File: src/rtl/chg_seq_pkg.sv
`timescale 1ns/1ps
package chg_seq_pkg;
    typedef enum logic [3:0] {
        ST_OFF      = 4'd0,
        ST_DISABLED = 4'd1,
        ST_LDO      = 4'd2,
        ST_PREQ     = 4'd3,
        ST_CC       = 4'd4,
        ST_CV       = 4'd5,
        ST_MAINT    = 4'd6,
        ST_FAULT    = 4'd7,
        ST_NIMH_CV  = 4'd8
    } chg_state_t;

    // bit positions inside the synchronized input bundle
    localparam int IX_ADP   = 0;
    localparam int IX_UV    = 1;
    localparam int IX_OV    = 2;
    localparam int IX_EN    = 3;
    localparam int IX_LDO   = 4;
    localparam int IX_STOP  = 5;
    localparam int IX_NIMH  = 6;
    localparam int IX_PREQ  = 7;
    localparam int IX_REG   = 8;
    localparam int IX_RST   = 9;
    localparam int IX_TERM  = 10;
    localparam int IN_W     = 11;
endpackage

File: src/rtl/chg_sync.sv
`timescale 1ns/1ps
module chg_sync #(
    parameter int W      = 1,
    parameter int STAGES = 2
) (
    input  logic         clk,
    input  logic         rst_n,
    input  logic [W-1:0] d,
    output logic [W-1:0] q
);
    logic [W-1:0] pipe [STAGES];

    always_ff @(posedge clk or negedge rst_n) begin
        if (!rst_n) begin
            for (int i = 0; i < STAGES; i++) pipe[i] <= '0;
        end else begin
            pipe[0] <= d;
            for (int i = 1; i < STAGES; i++) pipe[i] <= pipe[i-1];
        end
    end

    assign q = pipe[STAGES-1];
endmodule

File: src/rtl/chg_safety_timer.sv
`timescale 1ns/1ps
module chg_safety_timer #(
    parameter int TICKS = 20160
) (
    input  logic            clk,
    input  logic            rst_n,
    input  logic            run,
    input  logic            tick,
    output logic            expire,
    output logic [$clog2(TICKS+1)-1:0] count
);
    localparam int CW = $clog2(TICKS+1);
    localparam logic [CW-1:0] LAST = CW'(TICKS - 1);

    assign expire = run && tick && (count == LAST);

    always_ff @(posedge clk or negedge rst_n) begin
        if (!rst_n)                count <= '0;
        else if (!run || expire)   count <= '0;
        else if (tick)             count <= count + 1'b1;
    end
endmodule

File: src/rtl/chg_seq_fsm.sv
`timescale 1ns/1ps
module chg_seq_fsm
    import chg_seq_pkg::*;
(
    input  logic       clk,
    input  logic       rst_n,
    input  logic       supply_ok,
    input  logic       en,
    input  logic       ldo,
    input  logic       stop,
    input  logic       nimh,
    input  logic       above_preq,
    input  logic       at_reg,
    input  logic       below_rst,
    input  logic       below_term,
    input  logic       expire,
    output logic       timer_run,
    output logic [3:0] phase,
    output logic       charge_en,
    output logic       cv_sel,
    output logic       fault,
    output logic       led_red_n,
    output logic       led_grn_n
);
    chg_state_t st, nxt;
    logic       was_maint;
    logic       nxt_idle;

    always_comb begin
        nxt = st;
        if (!supply_ok)      nxt = ST_OFF;
        else if (!en)        nxt = ST_DISABLED;
        else if (ldo)        nxt = ST_LDO;
        else begin
            unique case (st)
                ST_OFF, ST_DISABLED, ST_LDO:
                    nxt = nimh ? ST_NIMH_CV : ST_PREQ;
                ST_PREQ:
                    if (above_preq) nxt = ST_CC;
                ST_CC:
                    if (expire)      nxt = stop ? ST_FAULT : ST_MAINT;
                    else if (at_reg) nxt = ST_CV;
                ST_CV:
                    if (below_term) nxt = ST_MAINT;
                ST_MAINT:
                    if (below_rst) nxt = ST_PREQ;
                ST_FAULT, ST_NIMH_CV:
                    nxt = st;
                default:
                    nxt = ST_OFF;
            endcase
        end
    end

    assign nxt_idle = (nxt == ST_OFF) || (nxt == ST_DISABLED) || (nxt == ST_LDO);

    always_ff @(posedge clk or negedge rst_n) begin
        if (!rst_n) begin
            st        <= ST_OFF;
            was_maint <= 1'b0;
        end else begin
            st <= nxt;
            if (nxt == ST_MAINT) was_maint <= 1'b1;
            else if (nxt_idle)   was_maint <= 1'b0;
        end
    end

    always_comb begin
        charge_en = 1'b0;
        cv_sel    = 1'b0;
        fault     = 1'b0;
        led_red_n = 1'b1;
        led_grn_n = 1'b1;
        unique case (st)
            ST_OFF, ST_LDO: ;
            ST_DISABLED: led_grn_n = 1'b0;
            ST_PREQ, ST_CC, ST_CV: begin
                charge_en = 1'b1;
                cv_sel    = (st == ST_CV);
                led_red_n = was_maint;
                led_grn_n = !was_maint;
            end
            ST_MAINT: led_grn_n = 1'b0;
            ST_FAULT: begin
                fault     = 1'b1;
                led_red_n = 1'b0;
                led_grn_n = 1'b0;
            end
            ST_NIMH_CV: begin
                charge_en = 1'b1;
                cv_sel    = 1'b1;
                led_red_n = 1'b0;
            end
            default: ;
        endcase
    end

    assign timer_run = (st == ST_CC);
    assign phase     = st;
endmodule

File: src/rtl/charge_sequencer.sv
`timescale 1ns/1ps
module charge_sequencer
    import chg_seq_pkg::*;
#(
    parameter int TIMEOUT_TICKS = 20160,
    parameter int SYNC_STAGES   = 2
) (
    input  logic       clk,
    input  logic       rst_n,
    input  logic       adapter_ok,
    input  logic       uv_lock,
    input  logic       ov_lock,
    input  logic       enable,
    input  logic       ldo_sel,
    input  logic       timeout_stop,
    input  logic       nimh_mode,
    input  logic       batt_above_preq,
    input  logic       batt_at_reg,
    input  logic       batt_below_rst,
    input  logic       chg_below_term,
    input  logic       time_tick,
    output logic [3:0] phase,
    output logic       charge_en,
    output logic       cv_sel,
    output logic       fault,
    output logic       led_red_n,
    output logic       led_grn_n
);
    localparam int CW = $clog2(TIMEOUT_TICKS+1);

    logic [IN_W-1:0] raw_in, syn_in;
    logic            supply_ok_s;
    logic            tmr_run, tmr_expire;
    logic [CW-1:0]   tmr_cnt;

    always_comb begin
        raw_in           = '0;
        raw_in[IX_ADP]   = adapter_ok;
        raw_in[IX_UV]    = uv_lock;
        raw_in[IX_OV]    = ov_lock;
        raw_in[IX_EN]    = enable;
        raw_in[IX_LDO]   = ldo_sel;
        raw_in[IX_STOP]  = timeout_stop;
        raw_in[IX_NIMH]  = nimh_mode;
        raw_in[IX_PREQ]  = batt_above_preq;
        raw_in[IX_REG]   = batt_at_reg;
        raw_in[IX_RST]   = batt_below_rst;
        raw_in[IX_TERM]  = chg_below_term;
    end

    chg_sync #(.W(IN_W), .STAGES(SYNC_STAGES)) u_sync (
        .clk(clk), .rst_n(rst_n), .d(raw_in), .q(syn_in)
    );

    assign supply_ok_s = syn_in[IX_ADP] && !syn_in[IX_UV] && !syn_in[IX_OV];

    chg_safety_timer #(.TICKS(TIMEOUT_TICKS)) u_timer (
        .clk(clk), .rst_n(rst_n), .run(tmr_run), .tick(time_tick),
        .expire(tmr_expire), .count(tmr_cnt)
    );

    chg_seq_fsm u_fsm (
        .clk(clk), .rst_n(rst_n),
        .supply_ok(supply_ok_s),
        .en(syn_in[IX_EN]),
        .ldo(syn_in[IX_LDO]),
        .stop(syn_in[IX_STOP]),
        .nimh(syn_in[IX_NIMH]),
        .above_preq(syn_in[IX_PREQ]),
        .at_reg(syn_in[IX_REG]),
        .below_rst(syn_in[IX_RST]),
        .below_term(syn_in[IX_TERM]),
        .expire(tmr_expire),
        .timer_run(tmr_run),
        .phase(phase),
        .charge_en(charge_en),
        .cv_sel(cv_sel),
        .fault(fault),
        .led_red_n(led_red_n),
        .led_grn_n(led_grn_n)
    );
endmodule

File: config.mk
export PLATFORM = sky130hd
export DESIGN_NAME = charge_sequencer
export DESIGN_NICKNAME = d
export VERILOG_FILES = /design/src/rtl/chg_seq_pkg.sv /design/src/rtl/chg_sync.sv /design/src/rtl/chg_safety_timer.sv /design/src/rtl/chg_seq_fsm.sv /design/src/rtl/charge_sequencer.sv
export SDC_FILE = /design/constraint.sdc
export NUM_CORES = 1
export LEC_CHECK = 0
export ABC_CLOCK_PERIOD_IN_PS = 2900
export CORE_ASPECT_RATIO = 1.25
export CORE_MARGIN = 3
export CORE_UTILIZATION = 38
export CTS_BUF_LIST = sky130_fd_sc_hd__clkbuf_16
export DETAILED_ROUTE_END_ITERATION = 8
export DONT_BUFFER_PORTS = 1
export SLEW_MARGIN = 25
export SYNTH_ARGS = -nofsm -noshare
export SYNTH_HDL_FRONTEND = slang
export SYNTH_SLANG_ARGS = --single-unit
export TNS_END_PERCENT = 100
File: constraint.sdc
create_clock -name clk -period 2.9 [get_ports clk]
set_input_delay 0.29 -clock clk [delete_from_list [all_inputs] [get_ports clk]]
set_output_delay 0.29 -clock clk [all_outputs]
set_load 0.01 [all_outputs]
# Yosys cells after proc, flatten, opt, wreduce, memory -nomap -nowiden
# Cells that the tools add are included.
# totals
regBits,42
in_bits,14
output_inout_bits,9
wordCells,58
# op_classes
add_sub_neg,1
n_eq_ne,12
mux,20
reduce_logical,20
# ops
operator,n
two-way mux 4 bit,9
two-way mux 15 bit,2
case mux 4 bit (6 select lines),1
"equality test 4 x 3 -> 1 bit, second input constant",5
"adder 15 x 1 -> 15 bit, second input constant",1
"equality test 15 bit, second input constant",1
"equality test 4 x 2 -> 1 bit, second input constant",3
OR reduction 3 bit,3
"equality test 4 x 1 -> 1 bit, second input constant",2
zero test 4 bit,2
case mux 1 bit (2 select lines),3
two-way mux 1 bit,5
"equality test 4 bit, second input constant",1
logical AND 1 bit,4
zero test 1 bit,4
nonzero test 2 bit,2
OR reduction 4 bit,1
logical OR 1 bit,3
OR reduction 2 bit,1

# Longest topological paths before layout
# depth
depth_word,13
depth_mapped,7
mapped_depth_nobuf,7

# Cells and area by module
# A second synthesis with hierarchy kept.
# unflattened
hier_cells,169
hier_area_um2,1920.6
# by_module_without_submodules
module,instances,cells_per_inst,area_each_um2,seq_area_each_um2
chg_safety_timer,1,79,817.0,375.4
chg_sync,1,33,633.1,550.5
chg_seq_fsm,1,56,457.9,125.1
charge_sequencer,1,1,12.5,0.0

# Least setup slack after synthesis
# OpenSTA, ideal clock, no wires.
# synth_timing
kind,register -> register
start,register u_timer.count[6]
end,"register u_fsm.st[0], in the netlist u_fsm.phase[0]"
setup_time_ns,0.119
arrival_ns,1.993
required_time_ns,2.781
setup_slack_ns,0.788
path_stages_with_launch,7
path_buffers,0
synth_period_minus_slack_ns,2.112
cell_sequence,dfrtp_1 > or4b_4 > nor4_4 > mux2_4 > a211oi_2 > o31ai_1 > and2_1
# synth_between
elab_chain_cells,7
# synth_rtl
element,line,rtl
"start, declared",chg_safety_timer.sv:10,output logic [$clog2(TICKS+1)-1:0] count
"start signal, assigned",chg_safety_timer.sv:20,else if (tick) count <= count + 1'b1;
equality test 15 bit,chg_safety_timer.sv:15,assign expire = run && tick && (count == LAST);
logical AND 1 bit,chg_safety_timer.sv:15,
two-way mux 4 bit,chg_seq_fsm.sv:41,if (expire) nxt = stop ? ST_FAULT : ST_MAINT;
case mux 4 bit (6 select lines),chg_seq_fsm.sv:35,unique case (st)
two-way mux 4 bit,chg_seq_fsm.sv:33,else if (ldo) nxt = ST_LDO;
two-way mux 4 bit,chg_seq_fsm.sv:32,else if (!en) nxt = ST_DISABLED;
two-way mux 4 bit,chg_seq_fsm.sv:31,if (!supply_ok) nxt = ST_OFF;
net u_fsm.nxt[0],chg_seq_fsm.sv:25,"chg_state_t st, nxt;"
"end signal, assigned",chg_seq_fsm.sv:62,st <= nxt;
"end, declared",chg_seq_fsm.sv:25,
# The timed path passes the listed nets, and every way through them passes these cells.
# A chain may end at the register's enable or synchronous reset.

# Final worst setup path
# layout_timing
start,register u_timer.count[13]
end,"register u_fsm.st[0], in the netlist u_fsm.phase[0]"
# The elaborated chain is that of the path after synthesis.

==> flow_metrics.py <==
metrics = {
    "setup_path": {
        "rrSetupSlack_ps": 670,
        "crit_fanout": 3,
        "cp-start-kind": "register",
        "crit_arrival_ps": 2400,
        "timing_worst_setup_path_type": "register to register",
        "required_ps": 3070,
        "crit_path_end_kind": "register",
    },
    "final_layout": {
        "fin_area_um2": 2000,
        "drive_above_1_share": 0.108,
        "ff_latch_area_um2": 1050,
        "antenna_cells": 0,
        "finalNetCount": 172,
        "multi_input_area_um2": 671,
        "n_fill_cell": 413,
        "area_delta_synth_final_pct": 13.4,
    },
    "status": {
        "status": "finished clean",
    },
    "sta": {
        "fin_crit_ps": 2230,
        "setup_ws_ps": 668,
        "hold_violations": 0,
        "finalSetupViolCount": 0,
        "max_freq_mhz": 448,
        "slew_viol_final": 0,
        "slew_headroom": 0.658,
        "fin_setup_tns_ps": 0,
        "worst_slew_pin_slew_ps": 514,
        "rsz0062_at_grt": "false",
        "clock_skew_ps": 7.32,
        "fin_crit_sh": 0.770,
    },
    "detailed_routing": {
        "drtIter0Drc": 78,
        "wl_per_cell_um": 14.2,
        "via_count": 1127,
        "drc": 0,
        "viasPerCell": 5.22,
        "finalWirelength_mm": 3.07,
        "drt_pass1_iterations": 4,
        "ant_nets": 0,
    },
    "floorplan": {
        "die_w_um": 66.9,
        "core_um2": 4460,
        "fp.dieH_um": 82.2,
        "initial_core_util": 0.396,
        "pin_count": 23,
        "die_area_um2": 5500,
        "rows": 27,
    },
    "clock_tree": {
        "cts_root_buffer": "clkbuf_16",
        "cts_buffer_depth": 2,
        "insertion_delay_ps": 280,
        "cts_buffers": 5,
        "clk_pin_slew_ps": 60,
        "htreeDepth": 2,
        "cts_tree": "done",
        "cts_sinks": 42,
        "cts_resized": 0,
    },
    "place": {
        "io_buffer_count": 0,
        "place_area_um2": 1800,
        "pre_cts_ws_ps": 673,
        "routabilityCongestion": 0.833,
        "hpwl_mm": 2.14,
    },
    "power": {
        "seqPwrFrac": 0.486,
        "p_sw_frac": 0.190,
        "power_density_nw_per_um2": 630,
        "vdd_drop_max_mv": 0.336,
        "clock_power_share": 0.492,
        "internal-power_mw": 1.02,
        "p_comb_frac": 0.022,
        "switchingPower_mw": 0.240,
        "p_leak_nw": 0.832,
    },
    "logic_synthesis": {
        "netlist_area_um2": 1760,
        "seq_area_frac_synth": 0.596,
        "synth_flop_cell": "dfrtp_1",
        "ys_warn_count": 0,
        "synth_top_area_frac": 0.596,
        "syn-num-nets": 169,
        "synth.area.top_cells": "dfrtp_1, xor2_1, nor2_1",
        "ys_ff_latch": 42,
        "yosysTopAreaCell": "dfrtp_1",
        "synthCells": 154,
        "synth_edf_count": 0,
        "async_flop_share": 1.00,
        "synth_cell_type_count": 39,
        "syn-mean-instance-area_um2": 11.5,
    },
    "run": {
        "maxCapViolations": 0,
    },
    "global_route": {
        "antenna_found_initial": 0,
        "grt_pass1_vias": 1142,
        "grt_pass1_wl_mm": 5.28,
        "grt_max_degree": 43,
        "grt_usage": 0.132,
        "overflow": 0,
    },
    "hold_path": {
        "hp-class": "primary input to register",
    },
}
## flip-flops by register name (all words and copies together) (netlist names)
signal and cells:
u_timer.count 15, u_fsm.was_maint 1, u_sync.pipe 11, u_sync.q 11
u_fsm.phase 4
## synth_stat cells, drive strengths merged (2+ instances only)
library cell and number:
nor2 23, xor2 11, inv 2, buf 4, xnor2 3, a21oi 7, o21ai 4, nand3 3
nand4 6, nand2 12, dfrtp 42, a211oi 2, nand3b 3, clkbuf 2, and3 5, nor3 5
nand2b 3
## kinds of logic after synthesis
family,after synthesis,share of synthesized area
AOI/OAI and AO/OA,22,0.0879
xor gates and xnor gates,14,0.0695
adders and majority gates,1,0.00709
buffers and inverters,8,0.0241
DFF,42,0.596
muxes,2,0.0142
and+or+nand+nor,65,0.201
## area by class of cell
class / instances / area share
Sequential cell: 42 / 0.525
Clock inverter: 3 / 0.0219
Timing Repair Buffer: 2 / 0.0150
Inverter: 2 / 0.00375
Tap cell: 58 / 0.0363
Clock buffer: 5 / 0.0625
Multi-Input combinational cell: 104 / 0.335
## critical path: stages, from the launching register on
cell and delay (ps):
dfrtp_1 410, or4b_4 530, nor4_4 320, mux2_4 330, a211oi_2 270, o31ai_1 90
and2_1 160
## power groups by stage
stage | Sequential (mW) | Combinational, mW | Clock (mW)
after floorplan | 0.618 | 0.0157 | 0
after global placement | 0.623 | 0.0123 | 0
after detailed placement | 0.623 | 0.0128 | 0
after CTS | 0.612 | 0.0288 | 0.642
after global routing | 0.614 | 0.0321 | 0.675
final | 0.612 | 0.0280 | 0.620
## per-layer routing
layer	up-vias	GRT usage	share of wire	routed length (um)
met5	-	0	0	0
met4	0	0.0832	0.026	80
met3	4	0.0474	0.051	155
met2	22	0.213	0.50	1520
met1	566	0.148	0.43	1310
li1	535	-	-	-
## cells in the final DEF, fill, tap and decap left out, types with 2 or more instances in the layout
master and instances:
a21oi_1 7, and3_1 4, clkbuf_16 5, dfrtp_1 42
inv_1 2, nand2_1 12, nand2b_1 2, nand3_1 3
nand3b_1 3, nand4_1 5, nor2_1 23, nor3_1 5
o21ai_0 4, xnor2_1 3, xor2_1 11
## path summary, 6_finish.rpt
| check | start | end | cells past startpoint |
|---|---|---|---|
| max | u_timer.count[13] | u_fsm.phase[0] | 6 |
| min in group asynchronous | rst_n | u_sync.q[0] | 2 |
| min | batt_above_preq | u_sync.pipe[18] | 0 |
| max in group asynchronous | rst_n | u_timer.count[2] | 2 |
| min reg2reg | u_sync.pipe[12] | u_sync.q[1] | 0 |
| max reg2reg | u_timer.count[13] | u_fsm.phase[0] | 6 |
## what timing repair did
action,4_1_cts,5_1_grt
buffers inserted,0,0
hold endpoints to repair,42,0
setup endpoints to repair,0,0
hold buffers,2,0
## stage by stage
step | total power, mW | utilization | std cells | hold slack, ps
6_report | 1.26 | 0.449 | 216 | 32.2
5_1_grt | 1.32 | 0.449 | 216 | 16.7
4_1_cts | 1.28 | 0.449 | 216 | 22.7
3_5_place_dp | 0.636 | 0.404 | 206 | -3.96
3_3_place_gp | 0.635 | 0.404 | 206 | -3.85
2_1_floorplan | 0.634 | - | 154 | -5.59
Note: power is estimated with default switching activity, not from simulation.
